===== src/rtl/mmt_pkg.sv =====
package mmt_pkg;
    typedef enum logic [1:0] {
        MODE_PWM  = 2'b00,
        MODE_DCAP = 2'b01,
        MODE_DUAL = 2'b10,
        MODE_SCAP = 2'b11
    } mode_e;

    localparam int ADDR_W     = 3;
    localparam int A_CNT_BASE = 0;
    localparam int A_RC_BASE  = 2;
    localparam int A_MCTL     = 4;
    localparam int A_ICTL     = 5;
    localparam int A_ICLR     = 6;
    localparam int NSRC       = 4;
    localparam int SRC_A      = 0;
    localparam int SRC_B      = 1;
    localparam int SRC_C      = 2;
    localparam int SRC_D      = 3;
endpackage


===== src/rtl/mmt_edge.sv =====
module mmt_edge #(
    parameter int N = 2
) (
    input  logic         clk,
    input  logic         rst_n,
    input  logic [N-1:0] pins,
    input  logic [N-1:0] rise_sel,
    output logic [N-1:0] edge_o
);
    logic [N-1:0] prev_q;

    always_ff @(posedge clk) begin
        if (!rst_n) prev_q <= '0;
        else        prev_q <= pins;
    end

    for (genvar i = 0; i < N; i++) begin : g_bit
        assign edge_o[i] = rise_sel[i] ? (!prev_q[i] && pins[i])
                                       : (prev_q[i] && !pins[i]);
    end
endmodule


===== src/rtl/mmt_chan.sv =====
module mmt_chan #(
    parameter int W = 16
) (
    input  logic         clk,
    input  logic         rst_n,
    input  logic         wr_cnt,
    input  logic         wr_rc,
    input  logic [W-1:0] wdata,
    input  logic         cnt_en,
    input  logic         preset,
    input  logic         capture,
    input  logic [W-1:0] cap_src,
    input  logic         wrap,
    output logic [W-1:0] cnt,
    output logic [W-1:0] rc,
    output logic         uflow
);
    localparam logic [W-1:0] ALL_ONES = {W{1'b1}};

    assign uflow = cnt_en && (cnt == '0) && !wr_cnt && !preset;

    always_ff @(posedge clk) begin
        if (wr_cnt)       cnt <= wdata;
        else if (preset)  cnt <= ALL_ONES;
        else if (uflow)   cnt <= wrap ? ALL_ONES : rc;
        else if (cnt_en)  cnt <= cnt - 1'b1;
    end

    always_ff @(posedge clk) begin
        if (wr_rc)        rc <= wdata;
        else if (capture) rc <= cap_src;
    end

    a_r3_reload: assert property (@(posedge clk) disable iff (!rst_n)
        uflow |=> cnt == $past(wrap ? ALL_ONES : rc));
    a_r6_preset: assert property (@(posedge clk) disable iff (!rst_n)
        (preset && !wr_cnt) |=> cnt == ALL_ONES);
    a_r6_capture: assert property (@(posedge clk) disable iff (!rst_n)
        (capture && !wr_rc) |=> rc == $past(cap_src));
    a_r12_sw_cnt: assert property (@(posedge clk) disable iff (!rst_n)
        wr_cnt |=> cnt == $past(wdata));
endmodule


===== src/rtl/mmt_irq.sv =====
module mmt_irq #(
    parameter int N = 4
) (
    input  logic         clk,
    input  logic         rst_n,
    input  logic [N-1:0] hw_set,
    input  logic         sw_wr,
    input  logic [2*N-1:0] sw_data,
    input  logic         clr_wr,
    input  logic [N-1:0] clr_mask,
    output logic [N-1:0] pend,
    output logic [N-1:0] en,
    output logic         irq
);
    logic [N-1:0] sw_set, clr;

    assign sw_set = sw_wr  ? sw_data[N-1:0] : '0;
    assign clr    = clr_wr ? clr_mask       : '0;

    always_ff @(posedge clk) begin
        if (!rst_n) begin
            pend <= '0;
            en   <= '0;
        end else begin
            pend <= (pend & ~clr) | hw_set | sw_set;
            if (sw_wr) en <= sw_data[2*N-1:N];
        end
    end

    assign irq = |(pend & en);

    a_r10_clear: assert property (@(posedge clk) disable iff (!rst_n)
        (clr_wr && !sw_wr && hw_set == '0) |=> (pend & $past(clr_mask)) == '0);
    a_r10_sticky: assert property (@(posedge clk) disable iff (!rst_n)
        !clr_wr |=> (pend & $past(pend)) == $past(pend));
endmodule


===== src/rtl/mm_timer.sv =====
module mm_timer
    import mmt_pkg::*;
#(
    parameter int W = 16
) (
    input  logic              clk,
    input  logic              rst_n,
    input  logic [ADDR_W-1:0] bus_addr,
    input  logic              bus_wr,
    input  logic [W-1:0]      bus_wdata,
    output logic [W-1:0]      bus_rdata,
    input  logic              pin_a_in,
    input  logic              pin_b_in,
    output logic              pin_a_out,
    output logic              pin_a_oe,
    input  logic              cnt1_en,
    input  logic              cnt2_en,
    output logic              irq
);
    localparam int PAD = W - 8;

    mode_e mode_q;
    logic  aedg_q, bedg_q, aen_q, ben_q, aout_q;
    logic  wr_mctl, wr_ictl, wr_iclr;

    assign wr_mctl = bus_wr && (bus_addr == ADDR_W'(A_MCTL));
    assign wr_ictl = bus_wr && (bus_addr == ADDR_W'(A_ICTL));
    assign wr_iclr = bus_wr && (bus_addr == ADDR_W'(A_ICLR));

    // Pin edge detection
    logic [1:0] edges;
    logic       ea, eb;
    mmt_edge #(.N(2)) u_edge (
        .clk(clk), .rst_n(rst_n),
        .pins({pin_b_in, pin_a_in}),
        .rise_sel({bedg_q, aedg_q}),
        .edge_o(edges)
    );
    assign ea = edges[0];
    assign eb = edges[1];

    // Mode decode: roles of counters and pins
    logic         pwm;
    logic [1:0]   preset_v, cap_v, wrap_v, uf_v;
    logic [W-1:0] cnt_v [2];
    logic [W-1:0] rc_v  [2];
    logic [W-1:0] src_v [2];
    logic [NSRC-1:0] hw_set;

    always_comb begin
        pwm      = 1'b0;
        preset_v = '0;
        cap_v    = '0;
        wrap_v   = '0;
        src_v[0] = cnt_v[0];
        src_v[1] = cnt_v[1];
        unique case (mode_q)
            MODE_PWM, MODE_DUAL: begin
                pwm = 1'b1;
            end
            MODE_DCAP: begin
                preset_v[0] = (aen_q && ea) || (ben_q && eb);
                cap_v[0]    = aen_q && ea;
                cap_v[1]    = ben_q && eb;
                src_v[1]    = cnt_v[0];
                wrap_v      = 2'b11;
            end
            MODE_SCAP: begin
                pwm         = 1'b1;
                preset_v[1] = ben_q && eb;
                cap_v[1]    = ben_q && eb;
                wrap_v[1]   = 1'b1;
            end
        endcase
    end

    for (genvar i = 0; i < 2; i++) begin : g_chan
        logic en_i;
        assign en_i = (i == 0) ? cnt1_en : cnt2_en;
        mmt_chan #(.W(W)) u_chan (
            .clk(clk), .rst_n(rst_n),
            .wr_cnt(bus_wr && (bus_addr == ADDR_W'(A_CNT_BASE + i))),
            .wr_rc(bus_wr && (bus_addr == ADDR_W'(A_RC_BASE + i))),
            .wdata(bus_wdata),
            .cnt_en(en_i),
            .preset(preset_v[i]),
            .capture(cap_v[i]),
            .cap_src(src_v[i]),
            .wrap(wrap_v[i]),
            .cnt(cnt_v[i]),
            .rc(rc_v[i]),
            .uflow(uf_v[i])
        );
    end

    always_comb begin
        hw_set        = '0;
        hw_set[SRC_A] = pwm ? uf_v[0] : cap_v[0];
        hw_set[SRC_B] = cap_v[1];
        hw_set[SRC_C] = (mode_q == MODE_DCAP) && uf_v[0];
        hw_set[SRC_D] = uf_v[1];
    end

    // Mode control register (state register)
    always_ff @(posedge clk) begin
        if (!rst_n) begin
            mode_q <= MODE_PWM;
            {aedg_q, bedg_q, aen_q, ben_q, aout_q} <= '0;
        end else if (wr_mctl) begin
            mode_q <= mode_e'(bus_wdata[1:0]);
            aedg_q <= bus_wdata[2];
            bedg_q <= bus_wdata[3];
            aen_q  <= bus_wdata[4];
            ben_q  <= bus_wdata[5];
            aout_q <= bus_wdata[6];
        end else if (pwm && aen_q && uf_v[0]) begin
            aout_q <= !aout_q;
        end
    end

    logic [NSRC-1:0] pend, ien;
    mmt_irq #(.N(NSRC)) u_irq (
        .clk(clk), .rst_n(rst_n),
        .hw_set(hw_set),
        .sw_wr(wr_ictl),
        .sw_data(bus_wdata[2*NSRC-1:0]),
        .clr_wr(wr_iclr),
        .clr_mask(bus_wdata[NSRC-1:0]),
        .pend(pend),
        .en(ien),
        .irq(irq)
    );

    // Outputs
    assign pin_a_out = aout_q;
    assign pin_a_oe  = aen_q && (mode_q != MODE_DCAP);

    always_comb begin
        unique case (bus_addr)
            3'd0:    bus_rdata = cnt_v[0];
            3'd1:    bus_rdata = cnt_v[1];
            3'd2:    bus_rdata = rc_v[0];
            3'd3:    bus_rdata = rc_v[1];
            3'd4:    bus_rdata = {{PAD{1'b0}}, 1'b0, aout_q, ben_q, aen_q,
                                  bedg_q, aedg_q, mode_q};
            3'd5:    bus_rdata = {{PAD{1'b0}}, ien, pend};
            default: bus_rdata = '0;
        endcase
    end

    a_r5_sw_aout: assert property (@(posedge clk) disable iff (!rst_n)
        wr_mctl |=> aout_q == $past(bus_wdata[6]));
    a_r4_toggle: assert property (@(posedge clk) disable iff (!rst_n)
        (pwm && aen_q && uf_v[0] && !wr_mctl) |=> aout_q != $past(aout_q));
endmodule


===== config.mk =====
export PLATFORM = sky130hd
export DESIGN_NAME = mm_timer
export DESIGN_NICKNAME = d
export VERILOG_FILES = /design/src/rtl/mmt_pkg.sv /design/src/rtl/mmt_edge.sv /design/src/rtl/mmt_chan.sv /design/src/rtl/mmt_irq.sv /design/src/rtl/mm_timer.sv
export SDC_FILE = /design/constraint.sdc
export NUM_CORES = 1
export LEC_CHECK = 0
export BUFFER_PORTS_ARGS = -buffer_cell sky130_fd_sc_hd__buf_2
export CORE_MARGIN = 5
export CORE_UTILIZATION = 45
export CTS_CLUSTER_DIAMETER = 150
export DETAILED_ROUTE_END_ITERATION = 7
export PLACE_DENSITY = 0.71
export SYNTH_ARGS = -nofsm -noshare
export SYNTH_HDL_FRONTEND = slang
export SYNTH_SLANG_ARGS = --single-unit

===== constraint.sdc =====
create_clock -name clk -period 2.15 [get_ports clk]
set_input_delay 0.215 -clock clk [delete_from_list [all_inputs] [get_ports clk]]
set_output_delay 0.215 -clock clk [all_outputs]
set_load 0.03 [all_outputs]

==> results.md, run 1 <==
- Status: complete, but fails checks
- Failing checks: negative setup slack
- Reg clk slew, reported paths: 0.06 ns
- GRT Total Usage: 0.220
- Dpl ws: -0.0246 ns
- Total grt overflow: 0
- Reg2Reg Setup Slack: -0.03 ns
- Post-Route WL: 15.5 mm
- Post-Synth XOR/XNOR Area: 0.0430
- Dominant synthesized flop cell: edfxtp_1
- Min-delay src: pin_b_in
- Register Area: 0.00226 sq mm
- Count of different cell masters after synthesis: 56
- Worst Path Required: 2.32 ns
- Reg2Reg Capture Point: g_chan[1].u_chan.cnt[14]
- Final slew viol count: 0
- Async SR Flop Fraction: 0
- Final Cycle Share: 1.01
- Vias post-DR: 4,618
- Hold Buf Count CTS: 0
- Initial Util: 0.462
- GP Congestion: 0.951
- CP endpoint kind: flop
- Final ANT Viol Nets: 0
- Worst reg2reg path depth: 6
- Power, Total: 4270 uW
- Post-Synth Simple-Gate Area: 0.186
- Multi-input logic area: 0.00287 sq mm
- Most frequent cells in the layout: 64 x edfxtp_1, 57 x buf_4, 55 x nor2_1, 44 x buf_2, 38 x nand2_1
- Largest family of logic cells by synthesized area: simple AND/OR/NAND/NOR gates
- Fillers: 947
- DRC viols: 0
- Worst clock skew: 0.00774 ns
- Pin count of the biggest net entering global routing: 33
- Nets: 643
- Clock insertion delay at the later pin of the skew report: 0.34 ns
- # setup viols final: 3
- H-tree depth: 3
- Placement row count: 39
- Routed wire per std cell: 20.3 microns
- Antenna cells: 0
- Startpoint Class: flop
- DRT Pass-1 Iters: 5
- Final Hold Fails: 0
- Mapped Nets: 563
- Port Buffers: 44
- Core area: 0.0115 sq mm
- Area share of fa/ha/maj cells after synthesis: 0.00945
- Max-cap violations: 0
- Static leakage: 0.00242 uW
- Avg Cell Area, Syn: 9.94 sq um
- Max Fclk: 460 MHz
- PwrDens: 666 mW/mm^2
- Crit Path Max Fanout: 4
- FF+latch count, synth: 81
- Die ar.: 0.0140 sq mm
- Initial antenna violation count: 0
- Critical Path AT: 2.34 ns
- Sequential area share after synthesis: 0.427
- Mux cell area share after synthesis: 0.140
- RSZ-0062 raised after global routing: yes
- Height of the die: 119 microns
- DP Wirelength: 11.3 mm
- Slew @ Worst Pin: 0.578 ns
- Root buffer cell: clkbuf_16
- VDD IR max: 312 uV
- Yosys synthesis warning count: 0
- CTS Sinks: 81
- Vias in the first global route: 4,563
- Clock Path Buffers: 2
- Min-Delay Endpoint: u_edge.prev_q[1]
- First-pass GRT wire length: 24.5 mm
- Vias per inst: 6.07
- Final worst setup slack: -0.0258 ns
- Crit path time final: 2.18 ns
- Total CTS buffers: 9
- Top Ports: 45
- Compound-cell area share of the yosys netlist: 0.148
- Number of flops mapped to enable cells by yosys: 64
- Post-Syn Instances: 533
- Commonest non-fill, non-tap cell in the layout: edfxtp_1
- Headroom to the max-slew limit: 0.612
- Worst Hold Depth: 2
- CP Class: flop to flop
- Layout area overhead: 20.8%
- R2r startpoint: g_chan[1].u_chan.cnt[5]
- Die width: 119 microns
- Starting DRT DRC Count: 363
- HP Class: input pin to flop
- Cell area after synthesis: 0.00530 sq mm
- CTS tree: built
- Layout cells sized above 1: 0.282
- Hold WS: 0.104 ns
-- final cells by class --
type | instances | area share
Multi-Input combinational cell | 390 | 0.448
Sequential cell | 81 | 0.353
Timing Repair Buffer | 104 | 0.111
Clock buffer | 16 | 0.0442
Tap cell | 143 | 0.0280
Inverter | 27 | 0.0158
-- metrics by stage --
step,setup TNS [ns],util,instances,cell area [sq um]
after detailed placement,-0.0381,0.525,742,6020
after floorplan,0,-,533,5310
after CTS,0,0.552,759,6330
after global placement,0,0.525,742,6020
after global routing,-0.612,0.558,761,6400
final,-0.0297,0.558,761,6400
-- cell families after synthesis --
logic type / Yosys count
adder cells (fa/ha/maj): 4
AO/OA/AOI/OAI: 112
multiplexers: 56
buffers and inverters: 62
flip-flops: 81
AND/OR/NAND/NOR: 192
XOR/XNOR: 26
-- registers in the layout, indices dropped and copies added (netlist names) --
signal / count
g_chan.u_chan.cnt: 32
g_chan.u_chan.rc: 32
u_irq.en: 4
u_irq.pend: 4
mode_q: 2
u_edge.prev_q: 2
aedg_q: 1
aen_q: 1
bedg_q: 1
ben_q: 1
pin_a_out: 1
-- power by group --
part	internal (uW)	switching [uW]
logic	402	493
registers	1820	67.6
clock network	887	596
total	3110	1160
-- routing by layer --
layer  routed length, microns  share of wire  vias up  GRT usage
met1                     6190           0.40     2225      0.297
li1                         -              -     2127          -
met2                     7470           0.48      241      0.349
met5                        0              0        -          0
met4                      359          0.023        0     0.0872
met3                     1470          0.095       25     0.0425
-- Yosys cell counts, types with 3 or more instances --
library cell,number,share of area
edfxtp_1,64,0.36
xnor2_1,7,0.012
clkbuf_1,25,0.018
nor2b_1,20,0.024
ha_1,4,0.0094
mux2_2,17,0.036
nand2_1,38,0.027
a31oi_1,3,0.0035
and2_1,10,0.012
and3_1,3,0.0035
o22a_1,7,0.012
a21oi_1,34,0.032
o21ai_0,25,0.024
nor2_1,55,0.039
dfxtp_1,17,0.064
buf_2,6,0.0057
xor2_1,19,0.031
nand3_1,11,0.010
a21boi_0,6,0.0085
nand3b_1,3,0.0042
a22oi_1,4,0.0057
a221oi_2,9,0.026
nand4b_1,3,0.0050
inv_1,27,0.019
mux4_2,13,0.055
nor3_1,19,0.018
a221oi_1,6,0.0099
o21a_1,4,0.0057
mux2i_1,26,0.049
nand2b_1,5,0.0059
nor4_1,3,0.0035
nand4_1,5,0.0059
o22ai_1,4,0.0047
buf_1,3,0.0021
-- what timing repair did --
item                       in CTS  in global routing
resized for setup               5                 10
buffers inserted                1                  2
pin swaps                       1                  2
setup endpoints to repair       5                 26
-- worst max-delay path by stage --
stage / depth (start not counted) / startpoint / end / slack, ns
global placement: 6 / g_chan[1].u_chan.cnt[5] / g_chan[1].u_chan.cnt[14] / 0.05
CTS: 6 / g_chan[1].u_chan.cnt[5] / g_chan[1].u_chan.cnt[1] / 0.02
finish: 6 / g_chan[1].u_chan.cnt[5] / g_chan[1].u_chan.cnt[14] / -0.03
detailed placement: 6 / g_chan[1].u_chan.cnt[5] / g_chan[1].u_chan.cnt[14] / -0.02
floorplan: 5 / g_chan[0].u_chan.cnt[10] / g_chan[0].u_chan.cnt[8] / 0.006
global route: 6 / g_chan[1].u_chan.cnt[5] / g_chan[1].u_chan.cnt[14] / -0.1
-- worst max-delay path: stages, from the launching register on --
cell      delay [ns]
edfxtp_1        0.39
or4_4           0.56
and4bb_2        0.36
buf_4           0.14
nand3b_1        0.09
xor2_1          0.18
a221oi_4        0.28
(Power assumes the default switching activity.)
==> run 2: changes to the inputs <==
--- a/config.mk
+++ b/config.mk
@@ -6,6 +6,7 @@
 export NUM_CORES = 1
 export LEC_CHECK = 0
 export BUFFER_PORTS_ARGS = -buffer_cell sky130_fd_sc_hd__buf_2
+export CORE_ASPECT_RATIO = 0.9
 export CORE_MARGIN = 5
 export CORE_UTILIZATION = 45
 export CTS_CLUSTER_DIAMETER = 150
==> run 2 against run 1 <==
The run still ends with negative setup slack left. Core utilization is 1.0 points higher. Final cell count increased by 2.2%. Clock power hardly changed. Register-to-register slack about the same. Non-clock buffer count increased by 4. Critical path type unchanged. Worst hold slack worse by 0.0097 ns. Sequential share of layout area down 0.68 points. Global-route usage up 0.25 points. Routed wire length up 4.5%.
==> results.md, run 2 (synthesis results as in run 1) <==
- Status: complete, but fails checks
- Failing checks: negative setup slack
- Clock Path Buffers: 2
- Final worst setup slack: -0.0218 ns
- Clock insertion delay at the later pin of the skew report: 0.35 ns
- Regs by FF count: g_chan.u_chan.cnt x32, g_chan.u_chan.rc x32
- Crit path time final: 2.17 ns
- CTS tree: built
- Crit path from: g_chan[1].u_chan.cnt[5]
- Reg2Reg Setup Slack: -0.02 ns
- Sw Pwr: 1210 uW
- H-tree depth: 3
- Most frequent cells in the layout: 64 x edfxtp_1, 57 x buf_4, 55 x nor2_1, 43 x buf_2, 38 x nand2_1
- Final Cycle Share: 1.01
- Fin util: 0.569
- HP Class: input pin to flop
- Register Area: 0.00226 sq mm
- Pint: 3120 uW
- Initial antenna violation count: 0
- CP endpoint kind: flop
- CP Class: flop to flop
- Placement row count: 37
- Final slew viol count: 0
- Core area: 0.0115 sq mm
- Vias in the first global route: 4,604
- DP Wirelength: 11.5 mm
- GP Congestion: 0.933
- Non-Filler Instances: 778
- Reg2Reg Capture Point: g_chan[1].u_chan.cnt[14]
- Total CTS buffers: 9
- Total grt overflow: 0
- Placed insts: 760
- Worst Path Required: 2.32 ns
- Vias per inst: 6.11
- Flop pwr share: 0.437
- Starting DRT DRC Count: 693
- Port Buffers: 44
- Multi-input logic area: 0.00290 sq mm
- DRT Pass-1 Iters: 5
- Startpoint Class: flop
- Power, Total: 4330 uW
- Clock share of power: 0.349
- Routed wire per std cell: 20.8 microns
- CTS Sinks: 81
- Pin count of the biggest net entering global routing: 33
- Max Fclk: 460 MHz
- Layout area overhead: 23.2%
- Final ANT Viol Nets: 0
- First-pass GRT wire length: 24.7 mm
- Hold Buf Count CTS: 0
- Root buffer cell: clkbuf_16
- Nets: 647
- Crit Path Max Fanout: 7
- Reg clk slew, reported paths: 0.06 ns
- Worst clock skew: 0.00991 ns
- Final Instance Area: 0.00653 sq mm
- Layout cells sized above 1: 0.286
- RSZ-0062 raised after global routing: yes
- Initial Util: 0.462
- Height of the die: 113 microns
- Die width: 124 microns
- Vias post-DR: 4,751
- Setup crit end: g_chan[1].u_chan.cnt[14]
- Antenna cells: 0
- Slew @ Worst Pin: 0.500 ns
- Final Hold Fails: 0
- GRT Total Usage: 0.222
- Die ar.: 0.0140 sq mm
- Max-cap violations: 0
- Fillers: 1,017
- Post-Route WL: 16.2 mm
- R2r startpoint: g_chan[1].u_chan.cnt[5]
- Dpl cell area: 0.00609 sq mm
- # setup viols final: 2
- Top Ports: 45
- Worst reg2reg path depth: 6
- Net Sw Frac: 0.280
- DRC viols: 0
- Headroom to the max-slew limit: 0.665
- Commonest non-fill, non-tap cell in the layout: edfxtp_1
- VDD IR max: 306 uV
- Static leakage: 0.00247 uW
- Critical Path AT: 2.34 ns
- Combinational share of power: 0.214
- PwrDens: 663 mW/mm^2
## run 2: cell types whose count changed in the layout (fill, tap and decap cells not counted), sizes merged
cell | before | now
buf | 104 | 107
clkbuf | 16 | 15
clkinv | 0 | 1
clkinvlp | 0 | 1
## run 2: routing by layer
metal / vias to the layer above / GRT usage / share of wire
met5: - / 0 / 0
met4: 0 / 0.0855 / 0.025
met3: 36 / 0.0387 / 0.088
met2: 251 / 0.351 / 0.47
met1: 2330 / 0.307 / 0.42
li1: 2134 / - / -
## run 2: area by class of cell
cell class                      count  share of cell area
Clock buffer                       14              0.0420
Clock inverter                      2             0.00192
Inverter                           27              0.0155
Multi-Input combinational cell    390               0.444
Sequential cell                    81               0.347
Tap cell                          156              0.0299
Timing Repair Buffer              108               0.120
## run 2: power groups by stage
stage	combinational (uW)	sequential, uW	clock, uW
CTS	883	1880	1510
floorplan	512	1930	0
detailed placement	868	1920	0
global placement	844	1910	0
global route	983	1900	1590
finish	927	1890	1510
## run 2: worst min path at each step
stage	start	to	slack [ns]	depth (start not counted)
after floorplan	pin_a_in	u_edge.prev_q[0]	0.34	1
after global placement	pin_b_in	u_edge.prev_q[1]	0.44	2
after detailed placement	pin_b_in	u_edge.prev_q[1]	0.46	2
after CTS	pin_b_in	u_edge.prev_q[1]	0.09	2
after global routing	pin_b_in	u_edge.prev_q[1]	0.1	2
final	pin_b_in	u_edge.prev_q[1]	0.09	2
## run 2: worst max-delay path, cell delays in order (launching register included)
cell,delay (ns)
edfxtp_1,0.38
or4_4,0.56
and4bb_1,0.34
nand2_1,0.11
and3_4,0.19
buf_12,0.15
a221oi_1,0.27
## run 2: metrics by stage
step	TNS [ns]	setup WS, ns	hold slack, ns
final	-0.0339	-0.0218	0.0941
after global routing	-0.446	-0.0531	0.0971
after CTS	0	0.00641	0.0933
after floorplan	0	0.00570	0.337
after detailed placement	-0.142	-0.0552	0.456
after global placement	0	0.0475	0.442
## run 2: timing repair
action | CTS | global route
cloned | 0 | 1
resized for setup | 3 | 21
setup endpoints to repair | 9 | 31
setup buffers | 2 | 0
pin swaps | 1 | 10
==> run 3: changes to the inputs <==
--- a/config.mk
+++ b/config.mk
@@ -12,6 +12,7 @@
 export CTS_CLUSTER_DIAMETER = 150
 export DETAILED_ROUTE_END_ITERATION = 7
 export PLACE_DENSITY = 0.71
+export SETUP_SLACK_MARGIN = 0.3
 export SYNTH_ARGS = -nofsm -noshare
 export SYNTH_HDL_FRONTEND = slang
 export SYNTH_SLANG_ARGS = --single-unit
==> run 3 against run 2 <==
The flow still finishes with violations (negative setup slack). Critical path depth increased by 2. Routed wire length increased by 17%. Design area increased by 13%. Sequential power about the same. Via count increased by 7.6%. Worst setup slack got worse by 0.051 ns. Power increased by 6.7%. Count of clock-buffer cells in the layout decreased by 5. Critical path type unchanged. Largest cell class unchanged.
==> results.md, run 3 (synthesis results as in run 1) <==
- Slew @ Worst Pin: 0.718 ns
- Initial antenna violation count: 0
- Critical Path AT: 2.32 ns
- Regs by FF count: g_chan.u_chan.cnt x32, g_chan.u_chan.rc x32
- Min-delay src: pin_a_in
- Failing checks: negative setup slack
- Layout area overhead: 39.6%
- Final ANT Viol Nets: 0
- Port Buffers: 44
- Nets: 691
- Starting DRT DRC Count: 808
- CP endpoint kind: flop
- DP Wirelength: 11.5 mm
- Hold Buf Count CTS: 0
- Placement row count: 37
- CP Class: flop to flop
- Reg2Reg Capture Point: g_chan[0].u_chan.cnt[4]
- Buf/Inv on CP: 3
- VDD IR max: 408 uV
- Dpl cell area: 0.00612 sq mm
- CP max stage delay: 0.46 ns
- Final slew viol count: 0
- Layout cells sized above 1: 0.438
- R2r startpoint: g_chan[0].u_chan.cnt[3]
- Post-Route WL: 18.9 mm
- Final worst setup slack: -0.0724 ns
- Total grt overflow: 0
- DRT Pass-1 Iters: 5
- Static leakage: 0.00282 uW
- Max Fclk: 450 MHz
- Hold WS: 0.113 ns
- Vias post-DR: 5,113
- Fillers: 837
- Cell Chain, Critical Path: nor4_4, buf_4, nand4_1, buf_4, buf_12, nor3_4, a21oi_2, o22a_1
- GP Congestion: 0.921
- CTS tree: built
- Pin count of the biggest net entering global routing: 37
- Root buffer cell: clkbuf_16
- Crit Path Max Fanout: 8
- Top Ports: 45
- Die ar.: 0.0140 sq mm
- Crit path time final: 2.22 ns
- Vias in the first global route: 4,783
- Register Area: 0.00227 sq mm
- Max-cap violations: 0
- Core area: 0.0115 sq mm
- # setup viols final: 6
- Height of the die: 113 microns
- Clock insertion delay at the later pin of the skew report: 0.35 ns
- First-pass GRT wire length: 26.5 mm
- Worst clock skew: 0.00871 ns
- H-tree depth: 3
- Multi-input logic area: 0.00328 sq mm
- CP dominant cell by count: buf_4
- Antenna cells: 0
- Clock Path Buffers: 2
- Worst path top cell family by delay: simple AND/OR/NAND/NOR gates
- Vias per inst: 6.23
- DRC viols: 0
- Routed wire per std cell: 23.0 microns
- GRT Total Usage: 0.240
- Worst Hold Depth: 2
- Worst reg2reg path depth: 8
- Total CTS buffers: 9
- PwrDens: 624 mW/mm^2
- Final Instance Area: 0.00740 sq mm
- Headroom to the max-slew limit: 0.515
- Die width: 124 microns
- Slowest CP cell: edfxtp_1
- Reg2Reg Setup Slack: -0.07 ns
- Min-Delay Endpoint: u_edge.prev_q[0]
- Most frequent cells in the layout: 76 x buf_4, 64 x edfxtp_1, 54 x nor2_1, 39 x buf_6, 34 x nand2_1
- RSZ-0062 raised after global routing: yes
- Initial Util: 0.462
- Fin util: 0.645
- Commonest non-fill, non-tap cell in the layout: buf_4
- Worst Path Required: 2.24 ns
- Final Cycle Share: 1.03
- Status: complete, but fails checks
- Reg clk slew, reported paths: 0.07 ns
- Final Hold Fails: 0
- CTS Sinks: 81
- Startpoint Class: flop
- HP Class: input pin to flop
- Power, Total: 4620 uW
## run 3: area by class of cell
cell class                 count  share of cell area
inverter                      27              0.0137
multi-input combinational    391               0.444
timing repair buffer         151               0.173
clock inverter                 6             0.00676
clock buffer                   9              0.0304
tap                          156              0.0264
sequential                    81               0.306
## run 3: worst max-delay path by stage
stage / startpoint / to / slack, ns / cells past startpoint
2_1_floorplan: g_chan[1].u_chan.cnt[5] / g_chan[1].u_chan.cnt[10] / 0.03 / 7
3_3_place_gp: g_chan[1].u_chan.cnt[5] / g_chan[1].u_chan.cnt[0] / 0.05 / 6
3_5_place_dp: g_chan[1].u_chan.cnt[5] / g_chan[1].u_chan.cnt[0] / -0.09 / 6
4_1_cts: g_chan[1].u_chan.cnt[3] / g_chan[1].u_chan.cnt[1] / 0.04 / 6
5_1_grt: g_chan[0].u_chan.cnt[4] / g_chan[0].u_chan.cnt[4] / -0.08 / 9
6_report: g_chan[0].u_chan.cnt[3] / g_chan[0].u_chan.cnt[4] / -0.07 / 8
## run 3: where the power goes
part           internal [uW]  switching, uW  leakage, uW
registers               1820           88.9     0.000743
clock network            876            635     0.000135
logic                    588            610      0.00194
## run 3: through the flow
step / setup TNS (ns) / setup slack [ns] / cells
2_1_floorplan: 0 / 0.0335 / 533
3_3_place_gp: 0 / 0.0545 / 754
3_5_place_dp: -0.136 / -0.0935 / 754
4_1_cts: 0 / 0.0389 / 796
5_1_grt: -0.279 / -0.0804 / 821
6_report: -0.213 / -0.0724 / 821
## run 3: what timing repair did
item	CTS	global route
gates cloned	1	1
pin swaps	17	35
endpoints found under the setup margin	61	89
resized for setup	92	82
buffers inserted	26	24
## run 3: per-layer routing
metal  vias to the layer above  track usage  part of all wire
li1                       2223            -                 -
met5                         -            0                 0
met2                       376        0.386              0.47
met4                         0       0.0862             0.046
met3                        80       0.0496              0.11
met1                      2434        0.325              0.38
